File: src/rtl/cpx_pkg.sv
package cpx_pkg;
  // Default port map of the coprocessor window
  localparam int unsigned CS_BASE_DEF  = 32'h00F8;
  localparam int unsigned CS_SPAN_LOG2 = 3;
  localparam int unsigned CLR_PORT_DEF = 32'h00F0;
  localparam int unsigned RST_PORT_DEF = 32'h00F1;

  // Synchronized coprocessor status, active high
  typedef struct packed {
    logic busy;
    logic err;
  } cpx_stat_t;
endpackage

File: src/rtl/cpx_rst_sync.sv
module cpx_rst_sync #(
  parameter int unsigned STAGES = 2
) (
  input  logic clk,
  input  logic rst_n,
  output logic rst_sync_n
);
  logic [STAGES-1:0] chain_q;
  logic [STAGES-1:0] chain_d;

  always_comb chain_d = {chain_q[STAGES-2:0], 1'b1};

  always_ff @(posedge clk or negedge rst_n) begin
    if (!rst_n) chain_q <= '0;
    else        chain_q <= chain_d;
  end

  assign rst_sync_n = chain_q[STAGES-1];
endmodule

File: src/rtl/cpx_sync.sv
module cpx_sync #(
  parameter int unsigned W      = 2,
  parameter int unsigned STAGES = 2,
  parameter logic [W-1:0] IDLE  = '1
) (
  input  logic         clk,
  input  logic         rst_n,
  input  logic [W-1:0] d,
  output logic [W-1:0] q
);
  logic [W-1:0] stg_q [STAGES];

  for (genvar s = 0; s < STAGES; s++) begin : g_stage
    logic [W-1:0] stg_d;
    if (s == 0) begin : g_first
      always_comb stg_d = d;
    end else begin : g_next
      always_comb stg_d = stg_q[s-1];
    end
    always_ff @(posedge clk or negedge rst_n) begin
      if (!rst_n) stg_q[s] <= IDLE;
      else        stg_q[s] <= stg_d;
    end
  end

  assign q = stg_q[STAGES-1];
endmodule

File: src/rtl/cpx_err_hold.sv
module cpx_err_hold (
  input  logic clk,
  input  logic rst_n,
  input  logic busy_act,
  input  logic err_act,
  input  logic clr,
  output logic held
);
  logic held_q;
  logic held_d;
  logic set_now;

  always_comb begin
    set_now = busy_act & err_act;
    held_d  = held_q;
    if (clr)     held_d = 1'b0;
    if (set_now) held_d = 1'b1;   // set wins over clear
  end

  always_ff @(posedge clk or negedge rst_n) begin
    if (!rst_n) held_q <= 1'b0;
    else        held_q <= held_d;
  end

  assign held = held_q;
endmodule

File: src/rtl/cpx_rst_pulse.sv
module cpx_rst_pulse #(
  parameter int unsigned LEN = 8
) (
  input  logic clk,
  input  logic rst_n,
  input  logic start,
  output logic active
);
  localparam int unsigned CW = $clog2(LEN + 1);
  localparam logic [CW-1:0] LOAD = CW'(LEN);

  logic [CW-1:0] cnt_q;
  logic [CW-1:0] cnt_d;
  logic          cnt_en;

  always_comb begin
    cnt_en = start | (cnt_q != '0);
    cnt_d  = start ? LOAD : cnt_q - CW'(1);
  end

  always_ff @(posedge clk or negedge rst_n) begin
    if (!rst_n)      cnt_q <= '0;
    else if (cnt_en) cnt_q <= cnt_d;
  end

  assign active = (cnt_q != '0);
endmodule

File: src/rtl/cpx_iface.sv
module cpx_iface
  import cpx_pkg::*;
#(
  parameter int unsigned ADDR_W    = 16,
  parameter int unsigned SYNC_STG  = 2,
  parameter int unsigned RST_CYC   = 8,
  parameter logic [ADDR_W-1:0] CS_BASE  = ADDR_W'(CS_BASE_DEF),
  parameter logic [ADDR_W-1:0] CLR_PORT = ADDR_W'(CLR_PORT_DEF),
  parameter logic [ADDR_W-1:0] RST_PORT = ADDR_W'(RST_PORT_DEF)
) (
  input  logic              clk,
  input  logic              rst_n,
  input  logic [ADDR_W-1:0] io_addr,
  input  logic              io_wr,
  input  logic              cop_busy_n,
  input  logic              cop_error_n,
  output logic              cpu_busy_n,
  output logic              cop_int,
  output logic              cop_cs_n,
  output logic              cop_reset
);
  localparam logic [ADDR_W-1:0] CS_MASK = ~((ADDR_W'(1) << CS_SPAN_LOG2) - ADDR_W'(1));

  logic      rst_sync_n;
  logic [1:0] raw_n;
  logic [1:0] sync_n;
  cpx_stat_t stat;
  logic      clr_wr;
  logic      rst_wr;
  logic      held;
  logic      pulse_on;

  cpx_rst_sync #(.STAGES(2)) u_rst_sync (
    .clk        (clk),
    .rst_n      (rst_n),
    .rst_sync_n (rst_sync_n)
  );

  assign raw_n = {cop_busy_n, cop_error_n};

  cpx_sync #(.W(2), .STAGES(SYNC_STG), .IDLE(2'b11)) u_sync (
    .clk   (clk),
    .rst_n (rst_sync_n),
    .d     (raw_n),
    .q     (sync_n)
  );

  always_comb begin
    stat.busy = ~sync_n[1];
    stat.err  = ~sync_n[0];
    rst_wr    = io_wr & (io_addr == RST_PORT);
    clr_wr    = io_wr & ((io_addr == CLR_PORT) | (io_addr == RST_PORT));
  end

  cpx_err_hold u_hold (
    .clk      (clk),
    .rst_n    (rst_sync_n),
    .busy_act (stat.busy),
    .err_act  (stat.err),
    .clr      (clr_wr),
    .held     (held)
  );

  cpx_rst_pulse #(.LEN(RST_CYC)) u_pulse (
    .clk    (clk),
    .rst_n  (rst_sync_n),
    .start  (rst_wr),
    .active (pulse_on)
  );

  assign cop_cs_n   = ~((io_addr & CS_MASK) == (CS_BASE & CS_MASK));
  assign cpu_busy_n = ~(stat.busy | held);
  assign cop_int    = held;
  assign cop_reset  = ~rst_sync_n | pulse_on;
endmodule

File: config.mk
export PLATFORM = sky130hd
export DESIGN_NAME = cpx_iface
export DESIGN_NICKNAME = d
export VERILOG_FILES = /design/src/rtl/cpx_pkg.sv /design/src/rtl/cpx_rst_sync.sv /design/src/rtl/cpx_sync.sv /design/src/rtl/cpx_err_hold.sv /design/src/rtl/cpx_rst_pulse.sv /design/src/rtl/cpx_iface.sv
export SDC_FILE = /design/constraint.sdc
export NUM_CORES = 1
export LEC_CHECK = 0
export ABC_CLOCK_PERIOD_IN_PS = 1400
export BUFFER_PORTS_ARGS = -buffer_cell sky130_fd_sc_hd__buf_2
export CAP_MARGIN = 20
export CORE_AREA = 2 2 39 41
export DETAILED_ROUTE_END_ITERATION = 8
export DIE_AREA = 0 0 41 43
export MAX_ROUTING_LAYER = met4
export PLACE_DENSITY_LB_ADDON = 0.1
export SKIP_LAST_GASP = 1
export SLEW_MARGIN = 20
export SYNTH_ARGS = -nofsm -noshare
export SYNTH_HDL_FRONTEND = slang
export SYNTH_SLANG_ARGS = --single-unit
File: constraint.sdc
create_clock -name clk -period 1.4 [get_ports clk]
set_input_delay 0.21 -clock clk [delete_from_list [all_inputs] [get_ports clk]]
set_output_delay 0.21 -clock clk [all_outputs]
set_load 0.02 [all_outputs]
==> results.md, run 1 <==
- Syn avg cell area: 13.28 sq um
- DR iter-0 viols: 3
- Comb power frac: 45.6%
- Crit end category: output port
- DR WL met3: 157 microns
- Total wire length: 1.164 mm
- Clock network fraction of design power: 16.6%
- Drt pass-1 iters: 2
- Drt via density: 4.924
- Clock sinks: 11
- Register area share after synthesis: 54.11%
- F_max: 0.6713 GHz
- Post-Route M1 WL: 385 microns
- Global-route wire length before repair: 1.800 mm
- RSZ-0062 raised after global routing: yes
- Clk_skew: 0.0001724 ns
- Cell Chain, Critical Path: inv_2 -> ha_4 -> nor3b_4 -> nand2_1 -> buf_6
- Crit path DAT: 1.28 ns
- Setup crit start: u_pulse.cnt_q[0]
- Hold Fails Final Rpt: 0
- Failing checks: setup timing
- WL/cell: 12.65 microns
- Static leakage: 0.3633 nW
- CTS tree: yes
- Non-Filler Instances: 92
- Die height: 43 microns
- Num CTS Buffers: 3
- Row count: 14
- Worst path slowest cell: dfrtp_1
- CTS root buffer: clkbuf_4
- Area leader, netlist: dfrtp_1
- Slew Viols, Final: 0
- Die area: 1763 sq um
- CP max stage delay: 0.39 ns
- Clock slew seen by the registers of the worst setup and hold paths: 0.06 ns
- P_sw: 392.0 uW
- Core area: 1384 sq um
- Top layer reached by signal wires: met4
- Vias: 453
- Met2 Wirelength: 608 microns
- Internal: 830.4 uW
- Main synth FF type: dfrtp_1
- Worst hold path type: input port to flop
- Final cycle utilization of the critical path: 106.4%
- Post-synth EDFFs: 0
- Share of flip-flops with an asynchronous set or reset: 100.0%
- Crit path time final: 1.490 ns
- Synth top area share: 33.82%
- HP Start: cop_busy_n
- Post-synth net total: 62
- Initial core utilization: 37.43%
- PD cells: 1556 nW/um^2
- Count leader, synth: dfrtp_1
- Distinct cell type count after synthesis: 25
- N_diodes: 0
- Top cells by count, synth: 7 x dfrtp_1, 4 x dfstp_2
- Hold Slack: 0.04493 ns
- Post-Syn Area: 518.0 sq um
- Drt drc: 0
- Final setup vio count: 1
- Die W: 41 microns
- Largest net degree at the start of global routing: 10
- PortBufs: 24
- Placed Cells: 81
- Mapped Cells: 39
- Post-synthesis register bit count: 11
- Status: complete, but fails checks
- Syn. warnings: 0
- Antenna violations before repair: 0
- HPWL after detailed placement: 876.4 microns
- H-tree depth: 1
- Final net count: 100
- Vias in the first global route: 458
- Share of cells above drive strength 1: 64.47%
- Sequential share of power: 37.8%
- Grt ovf: 0
- Switching part of the total: 32.07%
- Worst VDD drop: 1.014 mV
- Clk buf depth: 2
- Largest cells by area after synthesis: dfrtp_1 34%, dfstp_2 20%, ha_1 4.8%
- Max-cap violations: 0
- Clock latency at the later pin of the worst-skew pair: 0.26 ns
- Tot GR Track Use: 16.51%
- Crit-path max FO: 2
- P&R area growth vs syn: 51.69%
- WP data required: 1.19 ns
- Startpoint class of the critical path: flop
- Final worst slack: -0.08963 ns
- Critical path class: flop to output port
- Reg2reg start: u_pulse.cnt_q[0]
- Io pins: 25
- Final Wtd Congestion: 0.7804
- Antenna Nets Post-Route: 0
[routing by layer]
metal	vias up	global-route usage [%]
met5	-	-
met4	0	6.000
met3	2	6.283
met2	26	26.56
met1	207	17.59
li1	218	-
[repair_timing]
item                                    CTS  global route
hold buffers                              1             0
pin swaps                                 2             2
gates resized for setup                   7             1
endpoints found under the hold margin     2             0
endpoints found under the setup margin    1             2
buffers inserted                          4             2
[kinds of logic (layout without fill, tap and decap cells)]
family / Yosys count / after routing / synth area share, %
simple gates: 17 / 17 / 29.47
flops: 11 / 11 / 54.11
compound gates: 5 / 5 / 7.730
fa+ha+maj: 2 / 2 / 4.830
buf+inv: 2 / 39 / 1.450
other cells: 1 / 1 / 0.7239
xor+xnor: 1 / 1 / 1.691
[critical path, delay by kind of cell, from the launching register on]
kind / cells / cell delay, ns
buffers and inverters: 2 / 0.22
AND/OR/NAND/NOR: 2 / 0.28
flip-flops: 1 / 0.39
adder cells (fa/ha/maj): 1 / 0.14
[power groups by stage]
stage	Sequential, mW	Clock [mW]	Combinational (mW)
global route	0.467	0.235	0.622
floorplan	0.436	0	0.238
finish	0.462	0.203	0.557
detailed placement	0.450	0	0.346
global placement	0.449	0	0.350
CTS	0.461	0.214	0.476
[layout make-up]
type / count / area [sq um]
Fill cell: 120 / 598.1
Tap cell: 16 / 20.02
Sequential cell: 11 / 280.3
Timing Repair Buffer: 33 / 196.4
Inverter: 2 / 7.507
Clock buffer: 4 / 26.28
Multi-Input combinational cell: 26 / 255.2
[placed cells by master (no fill, tap or decap), types with 2 or more instances in the layout]
cell       n
buf_4      8
nor2b_1    2
buf_2     23
nand2_1    2
clkbuf_4   3
nand2b_1   2
dfstp_2    4
dfrtp_1    7
inv_2      2
[final timing paths]
kind	cells past startpoint	slack (ns)	endpoint
max	5	-0.09	cop_reset
min reg2reg	1	0.19	u_pulse.cnt_q[3]
max in group asynchronous	1	1.00	u_sync.q[0]
min	1	0.04	u_sync.g_stage[1].stg_d[1]
min in group asynchronous	1	0.19	u_pulse.cnt_q[3]
max reg2reg	6	0.05	u_pulse.cnt_q[1]
[stage by stage]
stage / total power [mW] / setup slack [ns] / cell area, sq um / util (%) / setup TNS (ns)
2_1_floorplan: 0.6747 / 0.1201 / 518.0 / - / 0
3_3_place_gp: 0.7984 / 0.01300 / 673.1 / 48.64 / 0
3_5_place_dp: 0.7964 / 0.04724 / 673.1 / 48.64 / 0
4_1_cts: 1.151 / -0.08712 / 764.5 / 55.24 / -0.08712
5_1_grt: 1.325 / -0.1399 / 785.8 / 56.78 / -0.1710
6_report: 1.222 / -0.08963 / 785.8 / 56.78 / -0.08963
[registers in the layout, summed over array words and instances, names as in the netlist]
register	cells
u_rst_sync.chain_q	2
u_pulse.cnt_q	4
u_hold.held	1
u_sync.q	2
u_sync.g_stage.stg_d	2
Power figures use the tool's default switching activity.
==> inputs of run 2 (changes only) <==
ABC_CLOCK_PERIOD_IN_PS = 1320   (was 1400)
CORE_AREA = unset   (was 2 2 39 41)
CORE_UTILIZATION = 38   (was unset)
DIE_AREA = unset   (was 0 0 41 43)
GPL_TIMING_DRIVEN = 0   (was unset)
clock period = 1.32 ns   (was 1.4 ns; I/O delays follow)
==> run 2 against run 1 <==
Compared with the run above:
- the run still ends with setup timing left
- via count decreased by 3.3%
- critical path depth stayed put
- utilization is 9.3 points higher
- routed wire length fell by 14%
- sequential share of layout area is 0.11 points higher
- die area fell by 14%
- combinational power decreased by 5.4%
- largest cell class unchanged
==> results.md, run 2 (synthesis results as in run 1) <==
- Comb power frac: 42.6%
- Num CTS Buffers: 3
- Hold Fails Final Rpt: 0
- RSZ-0062 raised after global routing: yes
- CP max stage delay: 0.40 ns
- PD cells: 1581 nW/um^2
- Multi-input logic area: 266.5 sq um
- Final Wtd Congestion: 0.8095
- Crit-path max FO: 2
- Top reg by flops: u_pulse.cnt_q
- Row count: 12
- Clk buf depth: 2
- Non-Filler Instances: 88
- Post-DP Area: 655.6 sq um
- Crit path buffers/inverters: 2
- Final worst slack: -0.1961 ns
- Leading cell type in the layout, fill and taps excluded: buf_2
- Share of cells above drive strength 1: 64.86%
- Vias: 438
- Vias in the first global route: 399
- Initial core utilization: 43.67%
- PortBufs: 24
- WP data required: 1.12 ns
- Status: complete, but fails checks
- Drt pass-1 iters: 2
- WL/cell: 11.34 microns
- Max reg flops: 4
- Delay-heaviest family, CP: flip-flops
- Final core occ: 66.03%
- N_diodes: 0
- CTS tree: yes
- Crit path DAT: 1.32 ns
- F_max: 0.6596 GHz
- Filler cells: 104
- Max-cap violations: 0
- Met2 Wirelength: 453 microns
- Final cycle utilization of the critical path: 114.9%
- Failing checks: setup timing
- DR WL met3: 102 microns
- Slew Viols, Final: 0
- Antenna Nets Post-Route: 0
- Tot GR Track Use: 15.89%
- Placed Cells: 77
- Switching part of the total: 30.95%
- Top layer reached by signal wires: met4
- Antenna violations before repair: 0
- Grt ovf: 0
- Drt drc: 0
- Crit end category: output port
- Total wire length: 998 microns
- Die height: 38.92 microns
- P&R area growth vs syn: 51.21%
- Worst hold path type: input port to flop
- CTS root buffer: clkbuf_4
- Critical path class: flop to output port
- Sequential share of power: 39.6%
- Internal: 854.9 uW
- P_sw: 383.1 uW
- Crit path time final: 1.516 ns
- Most frequent cells in the layout: 23 x buf_2, 7 x dfrtp_1, 5 x buf_4, 4 x dfstp_2, 3 x clkbuf_4
- Io pins: 25
- Final setup vio count: 3
- Cell Chain, Critical Path: inv_2 -> ha_4 -> nor3b_4 -> nand2_1 -> buf_6
- Static leakage: 0.3574 nW
- H-tree depth: 1
- Largest net degree at the start of global routing: 11
- Post-Route M1 WL: 422 microns
- Clock network fraction of design power: 17.9%
- DR iter-0 viols: 2
- Worst VDD drop: 0.9798 mV
- Core area: 1186 sq um
- Hold Slack: 0.02816 ns
- Power, Total: 1.238 mW
- HPWL after detailed placement: 717.7 microns
- FF/Latch Area: 280.3 sq um
- Die area: 1515 sq um
- Drt via density: 4.977
- Pre-CTS setup slack: -0.08865 ns
- Worst path slowest cell: dfrtp_1
- Die W: 38.92 microns
- Clock sinks: 11
- Clock slew seen by the registers of the worst setup and hold paths: 0.07 ns
- Post-route design area: 783.3 sq um
- Clock latency at the later pin of the worst-skew pair: 0.26 ns
- Startpoint class of the critical path: flop
- Clk_skew: 0.005098 ns
- Setup TNS: -0.2034 ns
- Final net count: 98
- Global-route wire length before repair: 1.538 mm
run 2: cell types whose count changed in the layout (fill, tap and decap cells not counted):
cell	change
buf_4	-3
buf_6	+1
nor2b_1	-1
nor2b_2	+1
nor4_2	-1
nor4_4	+1
run 2: worst register-to-register path, cell delays in order (launching register included):
cell and delay [ns]:
dfrtp_1 0.40, inv_2 0.09, ha_4 0.14, nor3b_4 0.19, buf_4 0.14, buf_6 0.10
nor2b_2 0.04, a221oi_2 0.16
run 2: area by class of cell:
type                       count  share of cell area [%]
tap                           14                   2.236
inverter                       2                  0.9585
sequential                    11                   35.78
clock buffer                   4                   3.355
multi-input combinational     26                   34.03
timing repair buffer          31                   23.64
run 2: final timing paths:
check                      slack, ns                          to  cells past startpoint                   from
min in group asynchronous       0.15            u_pulse.cnt_q[3]                      0  u_rst_sync.chain_q[1]
max in group asynchronous       0.85                 u_sync.q[1]                      0  u_rst_sync.chain_q[1]
max reg2reg                        0            u_pulse.cnt_q[1]                      7       u_pulse.cnt_q[1]
min reg2reg                     0.15            u_pulse.cnt_q[3]                      0  u_rst_sync.chain_q[1]
max                            -0.20                   cop_reset                      5       u_pulse.cnt_q[1]
min                             0.03  u_sync.g_stage[1].stg_d[1]                      1             cop_busy_n
run 2: power by group through the flow:
| stage | clock network, mW | registers, mW | logic, mW |
|---|---|---|---|
| final | 0.221 | 0.490 | 0.527 |
| after global routing | 0.243 | 0.501 | 0.599 |
| after detailed placement | 0 | 0.476 | 0.334 |
| after CTS | 0.234 | 0.485 | 0.474 |
| after global placement | 0 | 0.476 | 0.326 |
| after floorplan | 0 | 0.463 | 0.253 |
run 2: repair_timing:
action / CTS / global route
endpoints found under the setup margin: 2 / 3
pin swaps: 1 / 1
gates resized for setup: 7 / 4
hold buffers: 1 / 0
endpoints found under the hold margin: 2 / 0
buffers inserted: 4 / 2
run 2: routing by layer:
metal / vias to the layer above / track usage, %
met5: - / -
met4: 0 / 10.34
met3: 2 / 2.890
met2: 24 / 24.58
met1: 202 / 18.89
li1: 210 / -
==> inputs of run 3 (changes only) <==
RECOVER_POWER = 100   (was unset)
==> run 3 against run 2 <==
Compared with the run above:
- the flow still finishes with violations (setup timing)
- clock skew unchanged
- total power decreased by 0.16%
- first-iteration DRC count unchanged
- sequential power about the same
- clock power about the same
- final area decreased by 1.8%
- critical path depth unchanged
- flip-flop and latch count unchanged
- final cell count unchanged
- critical endpoint unchanged
==> results.md, run 3 (synthesis results as in run 1) <==
- Final cycle utilization of the critical path: 114.9%
- P&R area growth vs syn: 48.55%
- Final setup vio count: 3
- Slew Viols, Final: 0
- Row count: 12
- Leading cell type in the layout, fill and taps excluded: buf_2
- Grt ovf: 0
- Setup slack, reg-to-reg: 0 ns
- Most frequent cells in the layout: 21 x buf_2, 7 x dfrtp_1, 5 x buf_4, 4 x dfstp_2
- Post-route design area: 769.5 sq um
- Final net count: 98
- Largest net degree at the start of global routing: 11
- HPWL after detailed placement: 717.7 microns
- Antenna violations before repair: 0
- Total wire length: 1.003 mm
- Placed Cells: 77
- Core area: 1186 sq um
- Drt via density: 4.977
- Crit path time final: 1.516 ns
- CP max stage delay: 0.40 ns
- Filler cells: 106
- WP data required: 1.12 ns
- PD cells: 1606 nW/um^2
- Final Wtd Congestion: 0.8095
- Worst VDD drop: 0.9794 mV
- H-tree depth: 1
- Clk buf depth: 2
- Clk_skew: 0.005098 ns
- Antenna Nets Post-Route: 0
- Status: complete, but fails checks
- CTS root buffer: clkbuf_4
- Max reg flops: 4
- Die height: 38.92 microns
- Startpoint class of the critical path: flop
- Share of cells above drive strength 1: 59.46%
- Max-cap violations: 0
- Final worst slack: -0.1960 ns
- Drt pass-1 iters: 2
- Static leakage: 0.3543 nW
- Pre-CTS setup slack: -0.08865 ns
- Crit end category: output port
- Hold Fails Final Rpt: 0
- Cell Chain, Critical Path: inv_2 -> ha_4 -> nor3b_4 -> nand2_1 -> buf_6
- Io pins: 25
- Top reg by flops: u_pulse.cnt_q
- PortBufs: 24
- Worst path slowest cell: dfrtp_1
- Vias: 438
- Crit-path max FO: 2
- DR iter-0 viols: 2
- Tot GR Track Use: 15.89%
- F_max: 0.6596 GHz
- Die area: 1515 sq um
- Non-Filler Instances: 88
- Clock sinks: 11
- Failing checks: setup timing
- RSZ-0062 raised after global routing: yes
- Initial core utilization: 43.67%
- Hold Slack: 0.02816 ns
- Die W: 38.92 microns
- FF/Latch Area: 280.3 sq um
- Worst hold path type: input port to flop
- Critical path class: flop to output port
- Num CTS Buffers: 3
- WL/cell: 11.40 microns
- Clock slew seen by the registers of the worst setup and hold paths: 0.07 ns
- CTS tree: yes
- N_diodes: 0
- Multi-input logic area: 255.2 sq um
- Post-DP Area: 655.6 sq um
- Global-route wire length before repair: 1.538 mm
- Clock latency at the later pin of the worst-skew pair: 0.26 ns
- Drt drc: 0
- Crit path DAT: 1.32 ns
- Vias in the first global route: 399
[run 3: cell count changes in the layout (fill, tap and decap cells not counted), sizes merged]
cell    previous run  this run
clkbuf             4         6
buf               30        28
[run 3: cell type report]
class,count,area share (%)
Timing Repair Buffer,31,23.74
Multi-Input combinational cell,26,33.17
Sequential cell,11,36.42
Clock buffer,4,3.415
Inverter,2,0.9756
Tap cell,14,2.276
[run 3: stage by stage]
step / TNS [ns] / total power, mW / utilization, %
6_report: -0.2034 / 1.236 / 64.87
5_1_grt: -0.4345 / 1.340 / 64.87
4_1_cts: -0.1753 / 1.194 / 62.97
3_5_place_dp: -0.1549 / 0.8095 / 55.27
3_3_place_gp: -0.1726 / 0.8023 / 55.27
2_1_floorplan: 0 / 0.7156 / -
[run 3: power by group]
part / internal [mW] / total [mW] / switching (mW) / leakage [nW]
Clock: 0.117 / 0.221 / 0.104 / 0.0150
Sequential: 0.417 / 0.490 / 0.0726 / 0.122
Combinational: 0.320 / 0.525 / 0.205 / 0.217
[run 3: worst paths after layout]
kind | start | endpoint | cells past startpoint
max in group asynchronous | u_rst_sync.chain_q[1] | u_sync.q[1] | 0
setup reg to reg | u_pulse.cnt_q[1] | u_pulse.cnt_q[1] | 7
hold reg to reg | u_rst_sync.chain_q[1] | u_pulse.cnt_q[3] | 0
hold / removal | cop_busy_n | u_sync.g_stage[1].stg_d[1] | 1
setup / recovery | u_pulse.cnt_q[1] | cop_reset | 5
min in group asynchronous | u_rst_sync.chain_q[1] | u_pulse.cnt_q[3] | 0
[run 3: timing repair]
action                                  4_1_cts  5_1_grt
resized for setup                             7        4
setup buffers                                 4        2
pin swaps                                     1        1
endpoints found under the setup margin        2        3
endpoints found under the hold margin         2        0
hold buffers                                  1        0
[run 3: critical path, delay by kind of cell (launching register included)]
| kind | cells | cell delay, ns |
|---|---|---|
| and+or+nand+nor | 2 | 0.28 |
| DFF | 1 | 0.40 |
| adders and majority gates | 1 | 0.13 |
| buffers and inverters | 2 | 0.24 |
[run 3: metal layers]
layer	part of all wire, %	track usage (%)	wire length (microns)
met1	43	18.89	429
met2	45	24.58	451
met3	10	2.890	102
met4	1.9	10.34	19
met5	0	-	0
